[config.mk]
export PLATFORM = sky130hd
export DESIGN_NAME = gpio_mux_port
export DESIGN_NICKNAME = d
export VERILOG_FILES = /design/src/rtl/gpio_mux_pkg.sv /design/src/rtl/gpio_wsc_reg.sv /design/src/rtl/gpio_pin_sync.sv /design/src/rtl/gpio_pad_mux.sv /design/src/rtl/gpio_mux_port.sv
export SDC_FILE = /design/constraint.sdc
export NUM_CORES = 1
export LEC_CHECK = 0
export BUFFER_PORTS_ARGS = -buffer_cell sky130_fd_sc_hd__clkbuf_2
export CAP_MARGIN = 25
export CORE_AREA = 2 2 214 216
export CTS_CLUSTER_SIZE = 30
export DETAILED_ROUTE_END_ITERATION = 7
export DIE_AREA = 0 0 216 218
export GPL_ROUTABILITY_DRIVEN = 0
export HOLD_SLACK_MARGIN = 0.03
export PLACE_DENSITY = 0.66
export SYNTH_ARGS = -nofsm -noshare
export SYNTH_HDL_FRONTEND = slang
export SYNTH_SLANG_ARGS = --single-unit
[constraint.sdc]
create_clock -name clk -period 2.14 [get_ports clk]
set_input_delay 0.214 -clock clk [delete_from_list [all_inputs] [get_ports clk]]
set_output_delay 0.214 -clock clk [all_outputs]
set_load 0.005 [all_outputs]
[src/rtl/gpio_mux_pkg.sv]
`timescale 1ns/1ps
package gpio_mux_pkg;
  localparam int ADDR_W = 5;

  typedef enum logic [ADDR_W-1:0] {
    A_OWN_SET = 5'h00, A_OWN_CLR = 5'h01, A_OWN_ST = 5'h02,
    A_OE_SET  = 5'h03, A_OE_CLR  = 5'h04, A_OE_ST  = 5'h05,
    A_DO_SET  = 5'h06, A_DO_CLR  = 5'h07, A_DO_ST  = 5'h08,
    A_PU_SET  = 5'h09, A_PU_CLR  = 5'h0A, A_PU_ST  = 5'h0B,
    A_PD_SET  = 5'h0C, A_PD_CLR  = 5'h0D, A_PD_ST  = 5'h0E,
    A_MD_SET  = 5'h0F, A_MD_CLR  = 5'h10, A_MD_ST  = 5'h11,
    A_SEL1    = 5'h12, A_SEL2    = 5'h13, A_STOFF  = 5'h14,
    A_LEVEL   = 5'h15
  } reg_addr_e;

  // Source code: 0=A, 1=B, 2=C, 3=D; sel1 is the low bit.
  function automatic logic [1:0] src_code(input logic s1, input logic s2);
    return {s2, s1};
  endfunction

  // Returns {oe, out} for one pad given the source and open-drain mode.
  function automatic logic [1:0] pad_drive(input logic od, input logic val,
                                           input logic en);
    if (od) return {en & ~val, 1'b0};
    return {en, val};
  endfunction
endpackage

[src/rtl/gpio_wsc_reg.sv]
`timescale 1ns/1ps
module gpio_wsc_reg #(
  parameter int W = 32,
  parameter logic [W-1:0] RST_VAL = '0
) (
  input  logic         clk,
  input  logic         rst_n,
  input  logic [W-1:0] set_mask,
  input  logic [W-1:0] clr_mask,
  output logic [W-1:0] q
);
  always_ff @(posedge clk or negedge rst_n) begin
    if (!rst_n) q <= RST_VAL;
    else        q <= (q & ~clr_mask) | set_mask;
  end
endmodule

[src/rtl/gpio_pin_sync.sv]
`timescale 1ns/1ps
module gpio_pin_sync #(
  parameter int W = 32,
  parameter int STAGES = 2
) (
  input  logic         clk,
  input  logic         rst_n,
  input  logic [W-1:0] d,
  output logic [W-1:0] q
);
  logic [W-1:0] stg [STAGES];

  always_ff @(posedge clk or negedge rst_n) begin
    if (!rst_n) begin
      for (int i = 0; i < STAGES; i++) stg[i] <= '0;
    end else begin
      stg[0] <= d;
      for (int i = 1; i < STAGES; i++) stg[i] <= stg[i-1];
    end
  end

  assign q = stg[STAGES-1];
endmodule

[src/rtl/gpio_pad_mux.sv]
`timescale 1ns/1ps
module gpio_pad_mux
  import gpio_mux_pkg::*;
#(
  parameter int W = 32
) (
  input  logic [W-1:0] own,
  input  logic [W-1:0] oe,
  input  logic [W-1:0] dout,
  input  logic [W-1:0] md,
  input  logic [W-1:0] sel1,
  input  logic [W-1:0] sel2,
  input  logic [W-1:0] fa_out,
  input  logic [W-1:0] fa_oe,
  input  logic [W-1:0] fb_out,
  input  logic [W-1:0] fb_oe,
  input  logic [W-1:0] fc_out,
  input  logic [W-1:0] fc_oe,
  input  logic [W-1:0] fd_out,
  input  logic [W-1:0] fd_oe,
  output logic [W-1:0] pad_out,
  output logic [W-1:0] pad_oe
);
  for (genvar i = 0; i < W; i++) begin : g_pin
    logic [1:0] code;
    logic       p_val, p_en, s_val, s_en;
    logic [1:0] drv;

    assign code = src_code(sel1[i], sel2[i]);

    always_comb begin
      unique case (code)
        2'd0: begin p_val = fa_out[i]; p_en = fa_oe[i]; end
        2'd1: begin p_val = fb_out[i]; p_en = fb_oe[i]; end
        2'd2: begin p_val = fc_out[i]; p_en = fc_oe[i]; end
        default: begin p_val = fd_out[i]; p_en = fd_oe[i]; end
      endcase
    end

    assign s_val = own[i] ? dout[i] : p_val;
    assign s_en  = own[i] ? oe[i]   : p_en;
    assign drv   = pad_drive(md[i], s_val, s_en);
    assign pad_oe[i]  = drv[1];
    assign pad_out[i] = drv[0];
  end
endmodule

[src/rtl/gpio_mux_port.sv]
`timescale 1ns/1ps
module gpio_mux_port
  import gpio_mux_pkg::*;
#(
  parameter int NPINS = 32
) (
  input  logic              clk,
  input  logic              rst_n,
  input  logic [ADDR_W-1:0] reg_addr,
  input  logic [NPINS-1:0]  reg_wdata,
  input  logic              reg_we,
  output logic [NPINS-1:0]  reg_rdata,
  input  logic [NPINS-1:0]  pad_in,
  output logic [NPINS-1:0]  pad_out,
  output logic [NPINS-1:0]  pad_oe,
  output logic [NPINS-1:0]  pad_pu,
  output logic [NPINS-1:0]  pad_pd,
  output logic [NPINS-1:0]  pad_st_off,
  input  logic [NPINS-1:0]  fa_out,
  input  logic [NPINS-1:0]  fa_oe,
  input  logic [NPINS-1:0]  fb_out,
  input  logic [NPINS-1:0]  fb_oe,
  input  logic [NPINS-1:0]  fc_out,
  input  logic [NPINS-1:0]  fc_oe,
  input  logic [NPINS-1:0]  fd_out,
  input  logic [NPINS-1:0]  fd_oe,
  output logic [NPINS-1:0]  periph_in
);
  localparam logic [NPINS-1:0] ALL1 = {NPINS{1'b1}};
  localparam logic [NPINS-1:0] ALL0 = '0;

  // Decoded write masks, named for the checker.
  logic [NPINS-1:0] own_set, own_clr, oe_set, oe_clr, do_set, do_clr;
  logic [NPINS-1:0] pu_set, pu_clr, pd_set, pd_clr, md_set, md_clr;
  logic [NPINS-1:0] own_q, oe_q, do_q, pu_q, pd_q, md_q;
  logic [NPINS-1:0] sel1_q, sel2_q, stoff_q, lvl_q;

  function automatic logic [NPINS-1:0] wmask(input logic we,
      input logic [ADDR_W-1:0] a, input reg_addr_e tgt,
      input logic [NPINS-1:0] d);
    return (we && a == tgt) ? d : '0;
  endfunction

  assign own_set = wmask(reg_we, reg_addr, A_OWN_SET, reg_wdata);
  assign own_clr = wmask(reg_we, reg_addr, A_OWN_CLR, reg_wdata);
  assign oe_set  = wmask(reg_we, reg_addr, A_OE_SET,  reg_wdata);
  assign oe_clr  = wmask(reg_we, reg_addr, A_OE_CLR,  reg_wdata);
  assign do_set  = wmask(reg_we, reg_addr, A_DO_SET,  reg_wdata);
  assign do_clr  = wmask(reg_we, reg_addr, A_DO_CLR,  reg_wdata);
  assign pu_set  = wmask(reg_we, reg_addr, A_PU_SET,  reg_wdata);
  assign pu_clr  = wmask(reg_we, reg_addr, A_PU_CLR,  reg_wdata);
  assign pd_set  = wmask(reg_we, reg_addr, A_PD_SET,  reg_wdata);
  assign pd_clr  = wmask(reg_we, reg_addr, A_PD_CLR,  reg_wdata);
  assign md_set  = wmask(reg_we, reg_addr, A_MD_SET,  reg_wdata);
  assign md_clr  = wmask(reg_we, reg_addr, A_MD_CLR,  reg_wdata);

  gpio_wsc_reg #(.W(NPINS), .RST_VAL(ALL1)) u_own (.clk(clk), .rst_n(rst_n),
    .set_mask(own_set), .clr_mask(own_clr), .q(own_q));
  gpio_wsc_reg #(.W(NPINS), .RST_VAL(ALL0)) u_oe (.clk(clk), .rst_n(rst_n),
    .set_mask(oe_set), .clr_mask(oe_clr), .q(oe_q));
  gpio_wsc_reg #(.W(NPINS), .RST_VAL(ALL0)) u_do (.clk(clk), .rst_n(rst_n),
    .set_mask(do_set), .clr_mask(do_clr), .q(do_q));
  // Cross-clear: a set of one pull type clears the other.
  gpio_wsc_reg #(.W(NPINS), .RST_VAL(ALL1)) u_pu (.clk(clk), .rst_n(rst_n),
    .set_mask(pu_set), .clr_mask(pu_clr | pd_set), .q(pu_q));
  gpio_wsc_reg #(.W(NPINS), .RST_VAL(ALL0)) u_pd (.clk(clk), .rst_n(rst_n),
    .set_mask(pd_set), .clr_mask(pd_clr | pu_set), .q(pd_q));
  gpio_wsc_reg #(.W(NPINS), .RST_VAL(ALL0)) u_md (.clk(clk), .rst_n(rst_n),
    .set_mask(md_set), .clr_mask(md_clr), .q(md_q));

  always_ff @(posedge clk or negedge rst_n) begin
    if (!rst_n) begin
      sel1_q  <= '0;
      sel2_q  <= '0;
      stoff_q <= '0;
    end else if (reg_we) begin
      if (reg_addr == A_SEL1)  sel1_q  <= reg_wdata;
      if (reg_addr == A_SEL2)  sel2_q  <= reg_wdata;
      if (reg_addr == A_STOFF) stoff_q <= reg_wdata;
    end
  end

  gpio_pin_sync #(.W(NPINS), .STAGES(2)) u_sync (.clk(clk), .rst_n(rst_n),
    .d(pad_in), .q(lvl_q));

  gpio_pad_mux #(.W(NPINS)) u_mux (
    .own(own_q), .oe(oe_q), .dout(do_q), .md(md_q),
    .sel1(sel1_q), .sel2(sel2_q),
    .fa_out(fa_out), .fa_oe(fa_oe), .fb_out(fb_out), .fb_oe(fb_oe),
    .fc_out(fc_out), .fc_oe(fc_oe), .fd_out(fd_out), .fd_oe(fd_oe),
    .pad_out(pad_out), .pad_oe(pad_oe));

  always_comb begin
    case (reg_addr)
      A_OWN_ST: reg_rdata = own_q;
      A_OE_ST:  reg_rdata = oe_q;
      A_DO_ST:  reg_rdata = do_q;
      A_PU_ST:  reg_rdata = pu_q;
      A_PD_ST:  reg_rdata = pd_q;
      A_MD_ST:  reg_rdata = md_q;
      A_SEL1:   reg_rdata = sel1_q;
      A_SEL2:   reg_rdata = sel2_q;
      A_STOFF:  reg_rdata = stoff_q;
      A_LEVEL:  reg_rdata = lvl_q;
      default:  reg_rdata = '0;
    endcase
  end

  assign pad_pu     = pu_q;
  assign pad_pd     = pd_q;
  assign pad_st_off = stoff_q;
  assign periph_in  = lvl_q;
endmodule

==> impl_results.md <==
- Status: finished, violations left
- Failing checks: setup timing
- Worst VDD drop: about 530 uV
- RSZ-0062 raised after global routing: yes
- Pin count of the biggest net entering global routing: 73
- Deepest clock path buffer count: 3
- Clk Tree Root Cell: clkbuf_16
- Final Cell Area: 24800 um^2
- CP max stage cell: mux4_2
- Crit path kind: reg -> out
- Worst Skew: around 0.003 ns
- Mapped Cells: between 1500 and 2000
- Die width: about 220 um
- Worst Tran Pin Value: between 0.7 and 0.8 ns
- Synth Warn #: 0
- Total CTS buffers: 40
- Post-DP Area: 22300 um^2
- Core region area: about 45000 um^2
- Max Slew Vio Count: 0
- DIE HEIGHT: about 220 um
- Worst Path Arrival: 2.09 ns
- Critical path buffer and inverter count: 1
- CTS tree: built
- First-pass GRT wire length: 109 mm
- Crit end category: output pin
- Final hold vios: 0
- Req. time, crit path: approximately 1.9 ns
- Worst Setup Start Kind: flip-flop
- Share of cells above drive strength 1: approximately 50%
- Min cycle time layout: 2.31 ns
- Clk_lat worst skew: roughly 0.56 ns
- CP delay by family, top: multiplexers
- Fin crit share: 108%
- Nets: approximately 2500
- Fraction of the yosys area taken by sequential cells: 48.9%
- Synth cell types: 48
- Gr ovfl total: 0
- Routed Antenna Nets: 0
- Starting Density: just over 40%
- CP Max Fanout: 2
- Synthesized cell area: roughly 18000 um^2
- Dpl hpwl: approximately 53 mm
- Final Total Pwr: approximately 22 mW
- IO Pins: between 500 and 600
- H-tree Lvls: 2
- Async SR Flop Fraction: 100%
- WL per Instance: 26.6 um
- Place WS: -0.225 ns
- Post-Syn Nets: 1867
- WL final: between 70 and 80 mm
- Die area: ~47000 um^2
- Rows: between 70 and 80
- Count of final setup violators: 35
- Syn Area/Cell: 11.8 um^2
- Total global routing track utilization: between 30% and 40%
- Most common flop cell mapped by yosys: dfrtp_1
- Via-to-Cell Ratio: 5.98
- Drt pass-1 iters: 8
- Initial detailed-routing violation count: roughly 1800
- Vias in the first global route: 17100
- Final WS setup: -0.168 ns
- Initial antenna violation count: 5
- Max Fclk: around 430 MHz
- Critical Path, Cell by Cell: mux4_2, mux2i_1, nor2b_1, nor2_2, buf_2
- Via count: 16900
- P&R area growth vs syn: 36.8%
- Hold Path Class: in -> reg
- Yosys reg bits: 352
- Max incr delay on CP: roughly 0.56 ns
- Drc violations: 0
- Max-Slew Margin vs Limit: between 50% and 60%
- Port Buffer Count: 551
- Clk pin slew, worst setup/hold paths: roughly 0.060 ns
- Sink Count: about 350
- Power Density: slightly below 900 nW/um^2
- Leakage power: roughly 12 nW
- Number of flops mapped to enable cells by yosys: 0
- Max-cap violations: 0
==> metal layers <==
metal | global-route usage [%] | wire [um] | vias up
li1 | - | - | 7051
met1 | 40.1 | 29000 | 8535
met2 | 51.4 | 36000 | 1095
met3 | 6.60 | 7010 | 200
met4 | 12.4 | 3080 | 2
met5 | 0 | 16 | -
==> worst reg2reg max path: cells and delay by family (launching register included) <==
family,cells,cell delay (ns)
flops,1,0.45
mux,1,0.26
buf+inv,1,0.17
==> area by class of cell <==
cell class | instances | area, um^2
Clock inverter | 15 | 169
Antenna cell | 1 | 2.50
Timing Repair Buffer | 766 | 4900
Inverter | 1 | 3.75
Tap cell | 600 | 751
Fill cell | 3773 | 20000
Sequential cell | 352 | 8910
Multi-Input combinational cell | 1030 | 8940
Clock buffer | 57 | 1170
==> repair_timing <==
action / CTS / global route
gates resized for setup: 77 / 68
setup endpoints to repair: 84 / 77
buffers inserted: 53 / 12
pin swaps: 40 / 14
endpoints found under the hold margin: 77 / 0
hold buffers: 33 / 0
==> where the power goes <==
group | internal [mW] | switching (mW) | total (mW)
combinational | 3.18 | 2.30 | 5.47
clock | 4.17 | 2.89 | 7.06
sequential | 7.98 | 1.39 | 9.37
total | 15.3 | 6.58 | 21.9
==> synth_stat cells, drive strengths merged (3+ instances only) <==
library cell,instances,area [um^2]
o22ai,12,75.1
nor3,7,61.3
nor2b,34,213
a221oi,3,26.3
and3,46,288
a22oi,42,315
mux2,98,1220
a22o,207,1810
mux4,64,1440
nor3b,3,38.8
a21oi,24,120
nor4,3,37.5
nand2,201,759
or3b,5,43.8
mux2i,105,1050
clkbuf,65,244
nand2b,3,18.8
dfrtp,288,7210
dfstp,64,1680
buf,91,556
nor2,88,330
a32oi,3,26.3
a2111oi,19,166
nand4bb,3,33.8
nand3,33,165
and2,7,43.8
a222oi,9,90.1
nand4,3,18.8
==> through the flow <==
step / hold WS, ns / util (%) / TNS (ns) / cells
after floorplan: -0.0816 / - / 0 / 1539
after global placement: 0.254 / 49.6 / -7.14 / 2649
after detailed placement: 0.255 / 49.7 / -2.20 / 2651
after CTS: 0.0688 / 54.7 / -2.59 / 2809
after global routing: 0.118 / 55.3 / -5.92 / 2821
final: 0.0980 / 55.3 / -1.86 / 2822
==> layout by cell type (no fill, tap or decap), types with 7 or more instances in the layout <==
master,n
clkbuf_16,42
mux2i_2,15
a22o_1,207
and3_1,44
dfstp_2,64
buf_2,25
nor2b_1,33
nor2_1,69
mux4_2,64
mux2_4,32
a222oi_1,9
o22ai_1,12
a22oi_1,42
dfrtp_1,270
mux2i_1,89
buf_4,141
a2111oi_2,15
mux2_2,66
dlygate4sd3_1,33
nand3_1,33
a21oi_1,20
nor2_2,16
dfrtp_2,18
buf_6,7
clkbuf_2,525
clkbuf_1,9
clkinv_2,8
buf_12,31
nand2_1,197
==> logic make-up (layout without fill, tap and decap cells) <==
| family | after synthesis | count (layout) | synth area share, % |
|---|---|---|---|
| simple gates | 442 | 442 | 11.6 |
| xor+xnor | 1 | 1 | 0.0482 |
| mux | 267 | 267 | 20.4 |
| other cells | 0 | 1 | 0 |
| flops | 352 | 352 | 48.9 |
| compound gates | 320 | 320 | 14.5 |
| buf+inv | 157 | 839 | 4.42 |
==> path summary, 6_finish.rpt <==
check	slack, ns	cells past startpoint	from	end
max in group asynchronous	1.07	3	rst_n	u_pu.q[21]$_DFF_PN1_
min in group asynchronous	0.25	2	rst_n	u_sync.stg[39]$_DFF_PN0_
max	-0.17	5	sel1_q[19]$_DFFE_PN0P_	pad_oe[19]
min	0.1	3	reg_wdata[8]	u_do.q[8]$_DFF_PN0_
max reg2reg	1.16	2	sel1_q[30]$_DFFE_PN0P_	sel1_q[30]$_DFFE_PN0P_
min reg2reg	0.35	0	u_sync.stg[46]$_DFF_PN0_	u_sync.q[14]$_DFF_PN0_
(Power assumes the default switching activity.)
